`config.mk`:
```
export PLATFORM = sky130hd
export DESIGN_NAME = dma_xfer_seq
export DESIGN_NICKNAME = d
export VERILOG_FILES = /design/src/rtl/dma_seq_pkg.sv /design/src/rtl/dma_prio_arb.sv /design/src/rtl/dma_phys_addr.sv /design/src/rtl/dma_chan_regs.sv /design/src/rtl/dma_xfer_seq.sv
export SDC_FILE = /design/constraint.sdc
export NUM_CORES = 1
export LEC_CHECK = 0
export CORE_AREA = 2 2 209 129
export DETAILED_ROUTE_END_ITERATION = 10
export DIE_AREA = 0 0 211 131
export PLACE_DENSITY_LB_ADDON = 0.12
export SLEW_MARGIN = 40
export SYNTH_ARGS = -nofsm -noshare
export SYNTH_HDL_FRONTEND = slang
export SYNTH_SLANG_ARGS = --single-unit
```
`constraint.sdc`:
```
create_clock -name clk -period 4.1 [get_ports clk]
set_input_delay 0.82 -clock clk [delete_from_list [all_inputs] [get_ports clk]]
set_output_delay 0.82 -clock clk [all_outputs]
set_load 0.02 [all_outputs]
```
`src/rtl/dma_seq_pkg.sv`:
```
package dma_seq_pkg;

   typedef enum logic [1:0] {
      XK_VERIFY  = 2'b00,
      XK_WRITE   = 2'b01,
      XK_READ    = 2'b10,
      XK_ILLEGAL = 2'b11
   } xfer_kind_e;

   typedef enum logic [1:0] {
      SQ_IDLE,
      SQ_ISSUE,
      SQ_DONE,
      SQ_FAULT
   } seq_state_e;

   localparam int MODE_W        = 4;
   localparam int MODE_AUTO_BIT = 2;
   localparam int MODE_DOWN_BIT = 3;

endpackage

```
`src/rtl/dma_prio_arb.sv`:
```
module dma_prio_arb #(
   parameter int N     = 4,
   localparam int IDX_W = (N > 1) ? $clog2(N) : 1
) (
   input  logic             clk,
   input  logic             rst_n,
   input  logic [N-1:0]     req,
   output logic [N-1:0]     grant,
   output logic             any,
   output logic [IDX_W-1:0] idx
);

   if (N < 1) begin : g_bad_n
      $error("dma_prio_arb: N must be at least 1");
   end

   // Lowest index wins: scan downward so the last hit is the smallest.
   always_comb begin
      grant = '0;
      idx   = '0;
      for (int i = N - 1; i >= 0; i--) begin
         if (req[i]) begin
            grant    = '0;
            grant[i] = 1'b1;
            idx      = IDX_W'(i);
         end
      end
      any = |req;
   end

   a_r4_grant_onehot : assert property (@(posedge clk) disable iff (!rst_n)
      $onehot0(grant));
   a_r4_grant_from_req : assert property (@(posedge clk) disable iff (!rst_n)
      (grant & ~req) == '0);
   a_r4_grant_when_any : assert property (@(posedge clk) disable iff (!rst_n)
      any |-> (grant != '0));

endmodule

```
`src/rtl/dma_phys_addr.sv`:
```
module dma_phys_addr #(
   parameter int PAGE_W  = 8,
   parameter int ADDR_W  = 16,
   parameter bit WORD_CH = 1'b0,
   localparam int PHYS_W = PAGE_W + ADDR_W
) (
   input  logic [PAGE_W-1:0] page,
   input  logic [ADDR_W-1:0] addr,
   output logic [PHYS_W-1:0] phys
);

   if (PAGE_W < 2) begin : g_bad_page
      $error("dma_phys_addr: PAGE_W must be at least 2");
   end

   if (WORD_CH) begin : g_word
      // Word channel: the address counts words; page bit 0 plays no part.
      assign phys = {page[PAGE_W-1:1], addr, page[0] & 1'b0};
   end else begin : g_byte
      assign phys = {page, addr};
   end

endmodule

```
`src/rtl/dma_chan_regs.sv`:
```
module dma_chan_regs
   import dma_seq_pkg::*;
#(
   parameter int ADDR_W = 16,
   parameter int CNT_W  = 16
) (
   input  logic              clk,
   input  logic              rst_n,
   input  logic              ld_en,
   input  logic [MODE_W-1:0] ld_mode,
   input  logic [ADDR_W-1:0] ld_addr,
   input  logic [CNT_W-1:0]  ld_cnt,
   input  logic              step_en,
   output logic [MODE_W-1:0] mode_o,
   output logic [ADDR_W-1:0] addr_o,
   output logic [CNT_W-1:0]  cnt_o
);

   logic [MODE_W-1:0] mode_q;
   logic [ADDR_W-1:0] base_addr_q, cur_addr_q, addr_next;
   logic [CNT_W-1:0]  base_cnt_q, cur_cnt_q;
   logic              reload;

   assign reload    = mode_q[MODE_AUTO_BIT] && (cur_cnt_q == '0);
   assign addr_next = mode_q[MODE_DOWN_BIT] ? cur_addr_q - 1'b1 : cur_addr_q + 1'b1;

   always_ff @(posedge clk) begin
      if (!rst_n) begin
         mode_q      <= '0;
         base_addr_q <= '0;
         cur_addr_q  <= '0;
         base_cnt_q  <= '0;
         cur_cnt_q   <= '0;
      end else if (ld_en) begin
         mode_q      <= ld_mode;
         base_addr_q <= ld_addr;
         cur_addr_q  <= ld_addr;
         base_cnt_q  <= ld_cnt;
         cur_cnt_q   <= ld_cnt;
      end else if (step_en) begin
         if (reload) begin
            cur_addr_q <= base_addr_q;
            cur_cnt_q  <= base_cnt_q;
         end else begin
            cur_addr_q <= addr_next;
            cur_cnt_q  <= cur_cnt_q - 1'b1;
         end
      end
   end

   assign mode_o = mode_q;
   assign addr_o = cur_addr_q;
   assign cnt_o  = cur_cnt_q;

   a_r7_count_steps : assert property (@(posedge clk) disable iff (!rst_n)
      (step_en && !ld_en && !(mode_o[MODE_AUTO_BIT] && cnt_o == '0))
      |=> (cnt_o == $past(cnt_o) - 1'b1));
   a_r8_reload_base : assert property (@(posedge clk) disable iff (!rst_n)
      (step_en && !ld_en && mode_o[MODE_AUTO_BIT] && cnt_o == '0)
      |=> (cnt_o == base_cnt_q && addr_o == base_addr_q));
   a_r11_load_both : assert property (@(posedge clk) disable iff (!rst_n)
      ld_en |=> (addr_o == base_addr_q && cnt_o == base_cnt_q));

endmodule

```
`src/rtl/dma_xfer_seq.sv`:
```
module dma_xfer_seq
   import dma_seq_pkg::*;
#(
   parameter int NUM_CH                    = 4,
   parameter int ADDR_W                    = 16,
   parameter int CNT_W                     = 16,
   parameter int PAGE_W                    = 8,
   parameter logic [NUM_CH-1:0] WORD_CH_MASK = 4'b1100,
   localparam int CH_W   = (NUM_CH > 1) ? $clog2(NUM_CH) : 1,
   localparam int PHYS_W = PAGE_W + ADDR_W
) (
   input  logic                     clk,
   input  logic                     rst_n,
   input  logic                     start_i,
   input  logic [NUM_CH-1:0]        dreq_i,
   input  logic [NUM_CH-1:0]        swreq_i,
   input  logic [NUM_CH-1:0]        mask_i,
   input  logic [NUM_CH*PAGE_W-1:0] page_i,
   input  logic                     ld_en_i,
   input  logic [CH_W-1:0]          ld_ch_i,
   input  logic [MODE_W-1:0]        ld_mode_i,
   input  logic [ADDR_W-1:0]        ld_addr_i,
   input  logic [CNT_W-1:0]         ld_cnt_i,
   output logic                     cyc_start_o,
   output logic [1:0]               cyc_kind_o,
   output logic [CH_W-1:0]          cyc_ch_o,
   output logic [PHYS_W-1:0]        cyc_addr_o,
   output logic                     cyc_tc_o,
   output logic                     done_o,
   output logic                     err_o
);

   if (NUM_CH < 1 || NUM_CH > (1 << CH_W)) begin : g_bad_ch
      $error("dma_xfer_seq: NUM_CH out of range");
   end
   if (CNT_W < 1 || ADDR_W < 1) begin : g_bad_w
      $error("dma_xfer_seq: widths must be positive");
   end

   logic [MODE_W-1:0] mode_arr [NUM_CH];
   logic [ADDR_W-1:0] addr_arr [NUM_CH];
   logic [CNT_W-1:0]  cnt_arr  [NUM_CH];
   logic [PHYS_W-1:0] phys_arr [NUM_CH];
   logic [NUM_CH-1:0] step_vec;

   seq_state_e        state_q;
   logic [CH_W-1:0]   sel_q;

   logic [NUM_CH-1:0] pending, grant;
   logic              grant_any;
   logic [CH_W-1:0]   grant_idx;
   xfer_kind_e        win_kind;

   assign pending = (dreq_i | swreq_i) & ~mask_i;

   dma_prio_arb #(.N(NUM_CH)) u_arb (
      .clk   (clk),
      .rst_n (rst_n),
      .req   (pending),
      .grant (grant),
      .any   (grant_any),
      .idx   (grant_idx)
   );

   for (genvar c = 0; c < NUM_CH; c++) begin : g_ch
      dma_chan_regs #(.ADDR_W(ADDR_W), .CNT_W(CNT_W)) u_regs (
         .clk     (clk),
         .rst_n   (rst_n),
         .ld_en   (ld_en_i && (ld_ch_i == CH_W'(c))),
         .ld_mode (ld_mode_i),
         .ld_addr (ld_addr_i),
         .ld_cnt  (ld_cnt_i),
         .step_en (step_vec[c]),
         .mode_o  (mode_arr[c]),
         .addr_o  (addr_arr[c]),
         .cnt_o   (cnt_arr[c])
      );

      dma_phys_addr #(
         .PAGE_W  (PAGE_W),
         .ADDR_W  (ADDR_W),
         .WORD_CH (WORD_CH_MASK[c])
      ) u_map (
         .page (page_i[c*PAGE_W +: PAGE_W]),
         .addr (addr_arr[c]),
         .phys (phys_arr[c])
      );

      assign step_vec[c] = (state_q == SQ_ISSUE) && (sel_q == CH_W'(c));
   end

   assign win_kind = xfer_kind_e'(mode_arr[grant_idx][1:0]);

   // Sequencer: decide in idle, strobe for one cycle, write back, report.
   always_ff @(posedge clk) begin
      if (!rst_n) begin
         state_q <= SQ_IDLE;
         sel_q   <= '0;
      end else begin
         unique case (state_q)
            SQ_IDLE: begin
               if (start_i && grant_any) begin
                  sel_q   <= grant_idx;
                  state_q <= (win_kind == XK_ILLEGAL) ? SQ_FAULT : SQ_ISSUE;
               end
            end
            SQ_ISSUE: state_q <= SQ_DONE;
            SQ_DONE:  state_q <= SQ_IDLE;
            SQ_FAULT: state_q <= SQ_IDLE;
            default:  state_q <= SQ_IDLE;
         endcase
      end
   end

   assign cyc_start_o = (state_q == SQ_ISSUE);
   assign cyc_kind_o  = mode_arr[sel_q][1:0];
   assign cyc_ch_o    = sel_q;
   assign cyc_addr_o  = phys_arr[sel_q];
   assign cyc_tc_o    = cyc_start_o && (cnt_arr[sel_q] == '0);
   assign done_o      = (state_q == SQ_DONE);
   assign err_o       = (state_q == SQ_FAULT);

   a_r2_single_strobe : assert property (@(posedge clk) disable iff (!rst_n)
      cyc_start_o |=> !cyc_start_o);
   a_r2_done_follows : assert property (@(posedge clk) disable iff (!rst_n)
      cyc_start_o |=> done_o);
   a_r2_done_needs_strobe : assert property (@(posedge clk) disable iff (!rst_n)
      done_o |-> $past(cyc_start_o));
   a_r3_err_excl : assert property (@(posedge clk) disable iff (!rst_n)
      err_o |-> (!cyc_start_o && !done_o));
   a_r3_kind_legal : assert property (@(posedge clk) disable iff (!rst_n)
      cyc_start_o |-> (cyc_kind_o != XK_ILLEGAL));
   a_r2_start_needs_pending : assert property (@(posedge clk) disable iff (!rst_n)
      $rose(cyc_start_o) |-> $past(start_i && pending != '0));

endmodule

```
==> key figures <==
GRT
  – Maximum number of pins on one net before global-route repair: 101
  – GRT Total Usage: 0.3987
  – First-pass GRT wire length: 85740 microns
  – Total congestion overflow: 0
  – Number of global-route vias before repair: 15270
  – Antenna violations before repair: 5

Placed design
  – DP HPWL: 38580 microns
  – Placed cell areas: ~18000 sq um
  – Port bufs: around 120
  – RePlAce Congestion: slightly below 1
  – Cells after DPL: 2510

Final layout
  – Syn-to-layout area delta: 14.73%
  – Leading cell type in the layout, fill and taps excluded: nand2_1
  – Final net count: 2358
  – Most frequent cells in the layout: 444 x nand2_1, 358 x a21oi_1, 273 x dfxtp_1, 140 x o21ai_0, 129 x nor2_1
  – Final instance area: between 15000 and 20000 sq um
  – Non-filler cells in the finished layout: 2563
  – Share of cells above drive strength 1: 0.06700

Pwr
  – Leakage power: approximately 7 nW
  – Final Power: 6.697 mW
  – Pwr per Cell Area: roughly 360 nW/um^2
  – Peak VDD IR: 0.3857 mV

Timing
  – Fin. Hold Viols: 0
  – Tcrit/Tclk final: 0.8849
  – RSZ-0062 raised after global routing: no
  – Final setup fails: 0
  – Total negative slack: 0 ps
  – Worst Tran Pin Value: 841.7 ps
  – Worst rel slew slack: 0.4371
  – Slew Limit Fails: 0
  – Final Skew: 14.02 ps
  – Max Freq: 275.6 MHz
  – Min Tclk post-route: 3628 ps

Route
  – Post-Route M1 WL: 22830 microns
  – Vias/cell: about 6.6
  – Mean routed wirelength per cell: 21.73 microns
  – Highest Signal Layer: met5
  – Post-Route WL: roughly 56000 microns
  – Via Count: 16910
  – Final ANT Viol Nets: 0
  – # DRC: 0
  – Detailed Routing Iterations Pass 1: 6
  – Initial DRC count: 1975
  – Met2 WL: 22880 microns
  – DR WL met3: 7702 microns

Worst setup path
  – Max FO, Critical Path: 6
  – CP Capture Type: output port
  – WS Path Type: register to output port
  – Req. time, crit path: 3280 ps
  – Critical-path top delay cell: nor4b_1
  – Crit path arrival time: 2810 ps
  – Cells along the critical path: nor4_2 > buf_4 > nand4_1 > nor4b_1 > a311oi_1 > a211oi_1 > dlymetal6s2s_1
  – CP Launch Type: register
  – CP max stage delay: 470 ps

Clock tree
  – CTS Hold Buffers Added: 0
  – Clk sink count: 276
  – Worst skew pair latency: ~560 ps
  – Number of CTS-inserted buffers: 28
  – CTS Buffer Depth: 3
  – CTS tree: built
  – Setup Fix Bufs, Post-CTS: 0
  – H-tree depth: 1
  – Worst-path clk slew: 60 ps
  – CTS root buf: clkbuf_16

Synthesis
  – Synth top area cells: dfxtp_1 34%, a21oi_1 11%, nand2_1 10%, ha_1 5.0%, o21ai_0 4.3%
  – Synth Cell Area: ~16000 sq um
  – Share of the synthesized area in the top cell type: 0.3421
  – Asr flop ratio synth: 0
  – Mapped Nets: 2312
  – Synth Register Bits: 276
  – Synth cell types: 67
  – Post-synth EDFFs: 0
  – Main flop type after synthesis: dfxtp_1
  – Synthesized area per cell: between 7 and 8 sq um
  – Area leader, netlist: dfxtp_1
  – Seq/Total Area, Yosys: 0.3421
  – Post-synthesis cell count: 2158
  – Yosys warns: 0

Die
  – Core Rows: 46
  – Ports: 118
  – Die area: 27640 sq um
  – Starting density of the core: 0.6250
  – Die Wd: 211 microns
  – Die Ht: 131 microns
  – Core area: 25840 sq um

Job
  – Max cap viols: 0

Hold path
  – Hold WC Path Type: register to register

Outcome
  – Status: complete, no violations
cells by family (layout without fill, tap and decap cells):
logic type	count (synthesis)	in the layout	share of synthesized area
AO/OA/AOI/OAI	732	732	0.2652
XOR/XNOR	44	44	0.02386
adder cells (fa/ha/maj)	68	68	0.05454
buffers and inverters	182	248	0.04377
flip-flops	276	276	0.3421
multiplexers	48	48	0.05004
other	0	3	0
AND/OR/NAND/NOR	808	808	0.2205
worst max-delay path: cells and delay by family, from the launching register on:
| kind | cells | cell delay (ps) |
|---|---|---|
| DFF | 1 | 360 |
| AOI/OAI and AO/OA | 2 | 480 |
| and+or+nand+nor | 3 | 940 |
| buffers and inverters | 2 | 470 |
sequential cells by signal (all words and copies together) (netlist names):
name / count
g_ch.u_regs.addr_o: 64
cyc_ch_o: 2
g_ch.u_regs.mode_o: 16
g_ch.u_regs.base_addr_q: 64
g_ch.u_regs.base_cnt_q: 64
state_q: 2
g_ch.u_regs.cnt_o: 64
per-layer routing:
metal | track usage | vias to the layer above
li1 | - | 7867
met1 | 0.5524 | 7946
met2 | 0.5772 | 925
met3 | 0.1276 | 166
met4 | 0.1582 | 6
met5 | 0 | -
area by class of cell:
type	count	area [sq um]
multi-input combinational	1700	9978
fill	2141	7311
sequential	276	5532
timing repair buffer	163	1526
clock buffer	45	895.9
tap	336	420.4
inverter	35	138.9
clock inverter	5	32.53
antenna	3	7.507
synthesized netlist by cell type, types with 23 or more instances:
cell      number
nand3_1       57
a211oi_1      23
a21o_1        27
mux4_2        26
xnor2_1       26
a21oi_1      358
dfxtp_1      276
o22ai_1       25
nand2_1      444
clkbuf_1     123
nor3_1        51
o211ai_1      43
inv_1         35
o21ai_0      140
ha_1          64
nor2_1       131
repair_timing:
action	4_1_cts	5_1_grt
gates resized for setup	0	2
endpoints found under the hold margin	0	0
setup endpoints to repair	0	1
per-stage QoR:
stage	setup WS (ps)	hold WS, ps	util
2_1_floorplan	1085	431.7	-
3_3_place_gp	649.1	438.4	0.6803
3_5_place_dp	608.0	442.8	0.6804
4_1_cts	10.38	451.4	0.7163
5_1_grt	320.9	472.2	0.7169
6_report	471.8	453.2	0.7171
final timing paths:
| kind | start | endpoint | slack (ps) | cells past startpoint |
|---|---|---|---|---|
| setup / recovery | g_ch[0].u_regs.cnt_o[4] | cyc_tc_o | 470 | 7 |
| hold / removal | g_ch[0].u_regs.base_cnt_q[4] | g_ch[0].u_regs.base_cnt_q[4] | 450 | 2 |
| setup reg to reg | g_ch[1].u_regs.addr_o[0] | g_ch[1].u_regs.addr_o[14] | 1080 | 8 |
| hold reg to reg | g_ch[0].u_regs.base_cnt_q[4] | g_ch[0].u_regs.base_cnt_q[4] | 450 | 2 |
where the power goes:
group	switching (mW)	total, mW	internal, mW
logic	0.691	1.15	0.459
registers	0.138	2.93	2.79
clock network	1.13	2.62	1.49
total	1.95	6.70	4.74
Power figures use the tool's default switching activity.
